==> src/rtl/cwp_meta_table.sv <==
module cwp_meta_table #(
  parameter int DEPTH  = 64,
  parameter int DATA_W = 3,
  localparam int ADDR_W = $clog2(DEPTH)
) (
  input  logic              clk_i,
  input  logic              rst_ni,
  input  logic              wr_en_i,
  input  logic [ADDR_W-1:0] wr_addr_i,
  input  logic [DATA_W-1:0] wr_data_i,
  input  logic [ADDR_W-1:0] rd_addr_i,
  output logic [DATA_W-1:0] rd_data_o
);
  logic [DATA_W-1:0] mem_q [DEPTH];

  always_ff @(posedge clk_i or negedge rst_ni) begin
    if (!rst_ni) begin
      for (int i = 0; i < DEPTH; i++) mem_q[i] <= '0;
    end else if (wr_en_i) begin
      mem_q[wr_addr_i] <= wr_data_i;
    end
  end

  // read returns contents before a same-cycle write
  assign rd_data_o = mem_q[rd_addr_i];

  p_write_lands_r2_r6: assert property (@(posedge clk_i) disable iff (!rst_ni)
    wr_en_i |=> mem_q[$past(wr_addr_i)] == $past(wr_data_i));
endmodule

==> src/rtl/cwp_permute.sv <==
module cwp_permute #(
  parameter int WORD_W = 32,
  parameter int WORDS  = 8,
  localparam int IDX_W = $clog2(WORDS)
) (
  input  logic [WORDS*WORD_W-1:0]     line_i,
  input  logic [IDX_W-1:0]            idx_i,
  output logic [WORD_W-1:0]           fast_o,
  output logic [(WORDS-1)*WORD_W-1:0] slow_o
);
  assign fast_o = line_i[idx_i*WORD_W +: WORD_W];

  for (genvar j = 0; j < WORDS - 1; j++) begin : g_slow
    assign slow_o[j*WORD_W +: WORD_W] = (IDX_W'(j) < idx_i)
      ? line_i[j*WORD_W +: WORD_W]
      : line_i[(j+1)*WORD_W +: WORD_W];
  end
endmodule

==> src/rtl/crit_word_predictor.sv <==
module crit_word_predictor #(
  parameter int WORD_W    = 32,
  parameter int WORDS     = 8,
  parameter int NUM_SLOTS = 64,
  parameter int NUM_LINES = 256,
  localparam int IDX_W  = $clog2(WORDS),
  localparam int SLOT_W = $clog2(NUM_SLOTS),
  localparam int LINE_W = $clog2(NUM_LINES)
) (
  input  logic                        clk_i,
  input  logic                        rst_ni,
  input  logic                        acc_valid_i,
  input  logic [SLOT_W-1:0]           acc_slot_i,
  input  logic [IDX_W-1:0]            acc_word_i,
  input  logic                        evict_valid_i,
  input  logic [SLOT_W-1:0]           evict_slot_i,
  input  logic [LINE_W-1:0]           evict_line_i,
  input  logic                        evict_dirty_i,
  input  logic [WORDS*WORD_W-1:0]     evict_data_i,
  output logic                        wb_valid_o,
  output logic [LINE_W-1:0]           wb_line_o,
  output logic [IDX_W-1:0]            wb_fast_idx_o,
  output logic [WORD_W-1:0]           wb_fast_word_o,
  output logic [(WORDS-1)*WORD_W-1:0] wb_slow_words_o,
  input  logic                        lkup_valid_i,
  input  logic [LINE_W-1:0]           lkup_line_i,
  output logic                        lkup_valid_o,
  output logic [IDX_W-1:0]            lkup_fast_idx_o,
  output logic [WORDS-1:0]            lkup_slow_mask_o
);
  logic                        wb_fire;
  logic [IDX_W-1:0]            pred_idx;
  logic [IDX_W-1:0]            place_idx;
  logic [WORD_W-1:0]           fast_word;
  logic [(WORDS-1)*WORD_W-1:0] slow_words;

  assign wb_fire = evict_valid_i & evict_dirty_i;

  // cache-side history: last critical word per slot
  cwp_meta_table #(.DEPTH(NUM_SLOTS), .DATA_W(IDX_W)) u_hist_tbl (
    .clk_i, .rst_ni,
    .wr_en_i  (acc_valid_i),
    .wr_addr_i(acc_slot_i),
    .wr_data_i(acc_word_i),
    .rd_addr_i(evict_slot_i),
    .rd_data_o(pred_idx)
  );

  // memory-side layout: fast word index per memory line
  cwp_meta_table #(.DEPTH(NUM_LINES), .DATA_W(IDX_W)) u_place_tbl (
    .clk_i, .rst_ni,
    .wr_en_i  (wb_fire),
    .wr_addr_i(evict_line_i),
    .wr_data_i(pred_idx),
    .rd_addr_i(lkup_line_i),
    .rd_data_o(place_idx)
  );

  cwp_permute #(.WORD_W(WORD_W), .WORDS(WORDS)) u_permute (
    .line_i(evict_data_i),
    .idx_i (pred_idx),
    .fast_o(fast_word),
    .slow_o(slow_words)
  );

  always_ff @(posedge clk_i or negedge rst_ni) begin
    if (!rst_ni) begin
      wb_valid_o      <= 1'b0;
      wb_line_o       <= '0;
      wb_fast_idx_o   <= '0;
      wb_fast_word_o  <= '0;
      wb_slow_words_o <= '0;
    end else begin
      wb_valid_o <= wb_fire;
      if (wb_fire) begin
        wb_line_o       <= evict_line_i;
        wb_fast_idx_o   <= pred_idx;
        wb_fast_word_o  <= fast_word;
        wb_slow_words_o <= slow_words;
      end
    end
  end

  always_ff @(posedge clk_i or negedge rst_ni) begin
    if (!rst_ni) begin
      lkup_valid_o     <= 1'b0;
      lkup_fast_idx_o  <= '0;
      lkup_slow_mask_o <= '0;
    end else begin
      lkup_valid_o <= lkup_valid_i;
      if (lkup_valid_i) begin
        lkup_fast_idx_o  <= place_idx;
        lkup_slow_mask_o <= ~(WORDS'(1) << place_idx);
      end
    end
  end

  p_clean_quiet_r7: assert property (@(posedge clk_i) disable iff (!rst_ni)
    (evict_valid_i && !evict_dirty_i) |=> !wb_valid_o);

  p_fast_word_r4: assert property (@(posedge clk_i) disable iff (!rst_ni)
    wb_fire |=> wb_fast_word_o == WORD_W'($past(evict_data_i) >> (wb_fast_idx_o * WORD_W)));

  p_layout_recorded_r6: assert property (@(posedge clk_i) disable iff (!rst_ni)
    wb_valid_o |-> u_place_tbl.mem_q[wb_line_o] == wb_fast_idx_o);

  p_lkup_latency_r8: assert property (@(posedge clk_i) disable iff (!rst_ni)
    lkup_valid_i |=> lkup_valid_o);

  p_slow_mask_r8: assert property (@(posedge clk_i) disable iff (!rst_ni)
    lkup_valid_o |-> ($countones(lkup_slow_mask_o) == WORDS - 1
                      && !lkup_slow_mask_o[lkup_fast_idx_o]));
endmodule

==> config.mk <==
export PLATFORM = sky130hd
export DESIGN_NAME = crit_word_predictor
export DESIGN_NICKNAME = d
export VERILOG_FILES = /design/src/rtl/cwp_meta_table.sv /design/src/rtl/cwp_permute.sv /design/src/rtl/crit_word_predictor.sv
export SDC_FILE = /design/constraint.sdc
export NUM_CORES = 2
export LEC_CHECK = 0
export ABC_AREA = 1
export CAP_MARGIN = 0
export CORE_ASPECT_RATIO = 0.8
export CORE_MARGIN = 8
export CORE_UTILIZATION = 45
export DETAILED_ROUTE_END_ITERATION = 12
export DONT_BUFFER_PORTS = 1
export PLACE_DENSITY = 0.7
export SYNTH_ARGS = -nofsm -noshare
export SYNTH_HDL_FRONTEND = slang
export SYNTH_SLANG_ARGS = --single-unit
==> constraint.sdc <==
create_clock -name clk_i -period 2.7 [get_ports clk_i]
set_clock_uncertainty 0.1 [all_clocks]
set_input_delay 0.27 -clock clk_i [delete_from_list [all_inputs] [get_ports clk_i]]
set_output_delay 0.27 -clock clk_i [all_outputs]
set_load 0.03 [all_outputs]
== After elaboration in Yosys (flattened, before gate mapping) ==
Index checks and enable logic that the tools add are counted.

* Output and inout bits: 280
* Input port bits: 293
* Register bits: 1240
* Word-level logic and storage cells: 370

* Shifts and indexed selects: 2
* $lt $le $gt $ge: 13
* Reductions and logical operators: 2
* Mux-type cells: 19
* Bitwise operators: 6

{| class="wikitable"
|+ Operators with widths
! cell !! count
|-
| bitwise mux 768 bit || 1
|-
| variable part select 256 x 9 -> 32 bit || 1
|-
| 2-to-1 mux 32 bit || 7
|-
| bitwise mux 192 bit || 1
|-
| binary-select mux 3 bit (select 8 bit) || 1
|-
| demux 3 bit (select 8 bit) || 1
|-
| binary-select mux 3 bit (select 6 bit) || 1
|-
| demux 3 bit (select 6 bit) || 1
|-
| >= comparator 9 bit, second input constant || 2
|-
| 2-to-1 mux 3 bit || 6
|-
| NOT 8 -> 9 bit || 2
|-
| >= comparator 7 bit, second input constant || 2
|-
| NOT 6 -> 7 bit || 2
|-
| < comparator 3 bit, first input constant || 3
|-
| < comparator 9 x 1 -> 1 bit, second input constant || 1
|-
| NOT 8 bit || 1
|-
| left shift 1 x 3 -> 8 bit, first input constant || 1
|-
| < comparator 7 x 1 -> 1 bit, second input constant || 1
|-
| < comparator 1 x 3 -> 1 bit, first input constant || 2
|-
| < comparator 2 x 3 -> 1 bit, first input constant || 2
|-
| logical AND 1 bit || 2
|-
| bitwise AND 1 bit || 1
|}

== Depth between registers and ports, before layout ==
* Depth after elaboration: 6
* Gate-level depth with buffers: 21

== Modules after synthesis ==
From an unflattened synthesis, not the netlist that was laid out.

* Cell total of the unflattened synthesis: 8176
* Area total of the unflattened synthesis: 60429.2 um^2

{| class="wikitable"
|+ Modules (own cells, without submodules)
! module !! instances !! cells an instance !! area an instance (um^2)
|-
| cwp_meta_table (u_place_tbl) || 1 || 4496 || 35400.2
|-
| crit_word_predictor || 1 || 1186 || 10512.6
|-
| cwp_meta_table (u_hist_tbl) || 1 || 1149 || 8974.9
|-
| cwp_permute || 1 || 1345 || 5541.6
|}

== Worst setup path before layout ==
OpenSTA, ideal clock, no wires.

* Path type: input port to flip-flop
* Start: in evict_slot_i[0]
* End: reg wb_fast_word_o[25]
* Stages on the path: 20
* Setup slack: 0.387 ns
* Data required time: 2.473 ns
* Data arrival time: 2.086 ns
* Path buffers: 6
* Path through: buf_4 > inv_2 > buf_6 > buf_4 > nand2_1 > nand3_1 > nand3_1 > nand2_1 > nand2_1 > nand3_1 > nand3_2 > nand2_1 > buf_6 > inv_2 > buf_6 > buf_2 > nand3_1 > nand2_1 > o21ai_1 > nand3_1

* Longest elaborated chain between the ends: 5

{| class="wikitable"
|+ RTL lines
! item !! line !! RTL
|-
| start, declared || crit_word_predictor.sv:16 || <nowiki>input logic [SLOT_W-1:0] evict_slot_i,</nowiki>
|-
| NOT 6 -> 7 bit (implied by the code) || cwp_meta_table.sv:25 || <nowiki>assign rd_data_o = mem_q[rd_addr_i];</nowiki>
|-
| binary-select mux 3 bit (select 6 bit) || cwp_meta_table.sv:25 ||
|-
| 2-to-1 mux 3 bit (implied by the code) (2 in a row) || cwp_meta_table.sv:25 ||
|-
| variable part select 256 x 9 -> 32 bit || cwp_permute.sv:11 || <nowiki>assign fast_o = line_i[idx_i*WORD_W +: WORD_W];</nowiki>
|-
| end signal, assigned || crit_word_predictor.sv:78 || <nowiki>wb_fast_word_o <= fast_word;</nowiki>
|-
| end, declared || crit_word_predictor.sv:23 || <nowiki>output logic [WORD_W-1:0] wb_fast_word_o,</nowiki>
|}

Every way passes these cells. The select of a mux whose other input is x is not followed.
A chain may end at the register's enable or synchronous reset.

== Worst setup path in the final report ==
* Start: reg u_hist_tbl.mem_q[25] (netlist bit)
* End: reg wb_fast_word_o[11]

* Longest elaborated chain between the ends: 4

{| class="wikitable"
|+ RTL lines
! item !! line !! RTL
|-
| start, declared || cwp_meta_table.sv:14 || <nowiki>logic [DATA_W-1:0] mem_q [DEPTH];</nowiki>
|-
| start signal, assigned by index || cwp_meta_table.sv:20 || <nowiki>mem_q[wr_addr_i] <= wr_data_i;</nowiki>
|-
| binary-select mux 3 bit (select 6 bit) || cwp_meta_table.sv:25 ||
|-
| 2-to-1 mux 3 bit (implied by the code) (2 in a row) || cwp_meta_table.sv:25 ||
|-
| variable part select 256 x 9 -> 32 bit || cwp_permute.sv:11 ||
|}

Every way passes these cells. The select of a mux whose other input is x is not followed.

==> results.json <==
{
  "crit_top_cell": "nand3_1",
  "antenna_left": 0,
  "die-area_um2": 144000,
  "fillCellCount": 12100,
  "met1_usage_pct": 43.5,
  "grt_pass1_wl_mm": 356,
  "io_pins": 573,
  "power_density_nw_per_um2": 692,
  "most-common-layout-cells": "nand2_1 (3003), dfrtp_1 (1240), nand3_1 (1094)",
  "syn_area_um2": 59400,
  "synth_area_leaders": "dfrtp_1 (52%), nand2_1 (19%), nand3_1 (9.3%)",
  "antenna_found_initial": 26,
  "setup.worst_path.end_class": "flop",
  "ys_types": 25,
  "first_iter_violations": 7668,
  "grt_use_met3_pct": 9.50,
  "path_class": "flop to flop",
  "dpl_cell_area_um2": 63300,
  "yosysWarnings": 0,
  "rows": 119,
  "dp.cells": 9402,
  "synth_top_cell_area_share_pct": 52.2,
  "final.min_clock_period_ns": 2.61,
  "worst_path_max_delay_cell": "dfrtp_1",
  "holdCritPathClass": "primary input to asynchronous set/reset pin",
  "crit_chain": "nand2_1 -> nand3_1 -> nand3_1 -> nand2_1 -> nand2_1 -> nand3_1 -> nand3_2 -> nand2_4 -> buf_4 -> inv_8 -> buf_4 -> nand3_1 -> nand3_1 -> nand3_1",
  "first_pass_iters": 8,
  "core_area_um2": 131000,
  "power_leakage_nw": 32.9,
  "path_buf_inv": 3,
  "stdcell_area_um2": 71400,
  "clock_path_buffers": 3,
  "die_h_um": 341,
  "setup_viol": 0,
  "grt_pass1_vias": 54000,
  "met2_usage_pct": 47.2,
  "num_vias": 57800,
  "track_usage_pct": 32.1,
  "drc_errors": 0,
  "violations": "negative hold slack",
  "grt_overflow": 0,
  "gp_congestion": 1.11,
  "hold_ws_ns": -0.910,
  "htreeDepth": 4,
  "syn_avg_cell_area_um2": 7.58,
  "clock_latency_ns": 0.79,
  "die_x_um": 422,
  "min_period_over_period_pct": 96.7,
  "cts_tree": "done",
  "tightest_slew_ns": 1.28,
  "drive_gt1_share_pct": 7.00,
  "critPathRequiredTime_ns": 3.25,
  "wire_per_inst_um": 24.1,
  "slew_viol_final": 0,
  "portBuffers": 0,
  "wl_mm": 240,
  "crit_family": "simple AND/OR/NAND/NOR gates",
  "ys_seq_area_share_pct": 52.2,
  "hold_viol_final": 213,
  "ir_worst_vdd_uv": 666,
  "cp_max_fo": 45,
  "area.growth.synth_to_final_pct": 20.1,
  "numCtsBuffers": 134,
  "viasPerCell": 5.80,
  "busiest_layer": "met2",
  "start_util_pct": 45.2,
  "final_cell_count_no_fill": 9980,
  "cpPeakStageDelay_ns": 0.38,
  "dp_hpwl_mm": 165,
  "yosysTopAreaCell": "dfrtp_1",
  "layout_commonest_cell": "nand2_1",
  "status": "complete, but fails checks",
  "arrival_ns": 3.16,
  "slew_headroom_pct": 14.5,
  "syn_nets": 8128,
  "drv_cap": 0,
  "power_w": 0.0494,
  "fmax_mhz": 383,
  "crit_path_start_kind": "flop",
  "grt_max_degree": 389,
  "final_nets": 8390,
  "grt_setup_unrepaired": "yes",
  "synth_seq_cells": 1240,
  "synthesis.instances": 7835,
  "cts_sinks": 1240,
  "cts.clk_slew.worst_paths_ns": 0.06,
  "setup_tns_ns": 0,
  "ctsRootBufferMaster": "clkbuf_16"
}
## state kept, by name (all words and copies together) (netlist names)
name               cells
u_place_tbl.mem_q    768
wb_slow_words_o      224
u_hist_tbl.mem_q     192
wb_fast_word_o        32
lkup_slow_mask_o       8
wb_line_o              8
lkup_fast_idx_o        3
wb_fast_idx_o          3
lkup_valid_o           1
wb_valid_o             1
## power by group
group,internal (W),switching (W)
sequential,0.0200,0.00296
combinational,0.00246,0.00442
clock,0.0115,0.00810
total,0.0339,0.0155
## path summary, 6_finish.rpt
| path | slack [ns] | startpoint | cells past startpoint | to |
|---|---|---|---|---|
| worst max-delay path | 0.09 | u_hist_tbl.mem_q[25]$_DFFE_PN0P_ | 14 | wb_fast_word_o[11]$_DFFE_PN0P_ |
| worst min-delay path | -0.91 | rst_ni | 0 | u_place_tbl.mem_q[541]$_DFFE_PN0P_ |
| worst max register to register | 0.09 | u_hist_tbl.mem_q[25]$_DFFE_PN0P_ | 14 | wb_fast_word_o[11]$_DFFE_PN0P_ |
| worst min register to register | 0.38 | u_place_tbl.mem_q[157]$_DFFE_PN0P_ | 2 | u_place_tbl.mem_q[157]$_DFFE_PN0P_ |
| max in group asynchronous | 0.35 | rst_ni | 6 | wb_slow_words_o[111]$_DFFE_PN0P_ |
| min in group clk_i | 0.04 | acc_word_i[1] | 2 | u_hist_tbl.mem_q[43]$_DFFE_PN0P_ |
## per-stage QoR
stage / util, % / worst slack, ns
after global placement: 48.2 / -1.14
after global routing: 54.3 / -0.0412
final: 54.3 / 0.0889
after detailed placement: 48.2 / -1.18
after CTS: 54.1 / 0.0501
after floorplan: - / 0.387
## cell usage after synthesis, drive strengths merged
cell type     n
nor4          6
clkinv        9
clkbuf      310
o21ai       973
o211ai       88
nor2        343
nand2      3014
o22ai        15
buf         173
nand3      1110
a21oi       253
o21a          3
inv         287
dfrtp      1240
nor3         11
## cells by family after synthesis
logic type	after synthesis	synth area share, %
AOI/OAI and AO/OA	1332	11.7
buffers and inverters	779	5.34
DFF	1240	52.2
and+or+nand+nor	4484	30.8
## worst reg2reg max path, stage by stage (launching register included)
cell	delay, ns
dfrtp_1	0.38
nand2_1	0.07
nand3_1	0.08
nand3_1	0.12
nand2_1	0.06
nand2_1	0.05
nand3_1	0.10
nand3_2	0.12
nand2_4	0.11
buf_4	0.17
inv_8	0.27
buf_4	0.23
nand3_1	0.27
nand3_1	0.22
nand3_1	0.11
## layout make-up
class                   instances  area, um^2  share of cell area [%]
clock inverters                52         781                    1.09
inverters                     296        1160                    1.63
flip-flops and latches       1240       31000                    43.5
repair buffers                609        6910                    9.68
multi-input cells            5816       25300                    35.5
clock buffers                 190        3880                    5.44
diodes                         23        57.6                  0.0807
well taps                    1754        2190                    3.08
## routing by layer
layer / share of wire [%] / vias up
li1: - / 26200
met4: 5.8 / 8
met2: 43 / 3341
met3: 11 / 636
met5: 0.020 / -
met1: 40 / 27700
## what timing repair did
action | 4_1_cts | 5_1_grt
endpoints found under the setup margin | 285 | 29
pin swaps | 0 | 3
hold buffers | 302 | 4
cloned | 1 | 0
endpoints found under the hold margin | 1043 | 325
gates resized for setup | 0 | 24
setup buffers | 0 | 5
No activity file was read; power rests on OpenSTA's default activity.
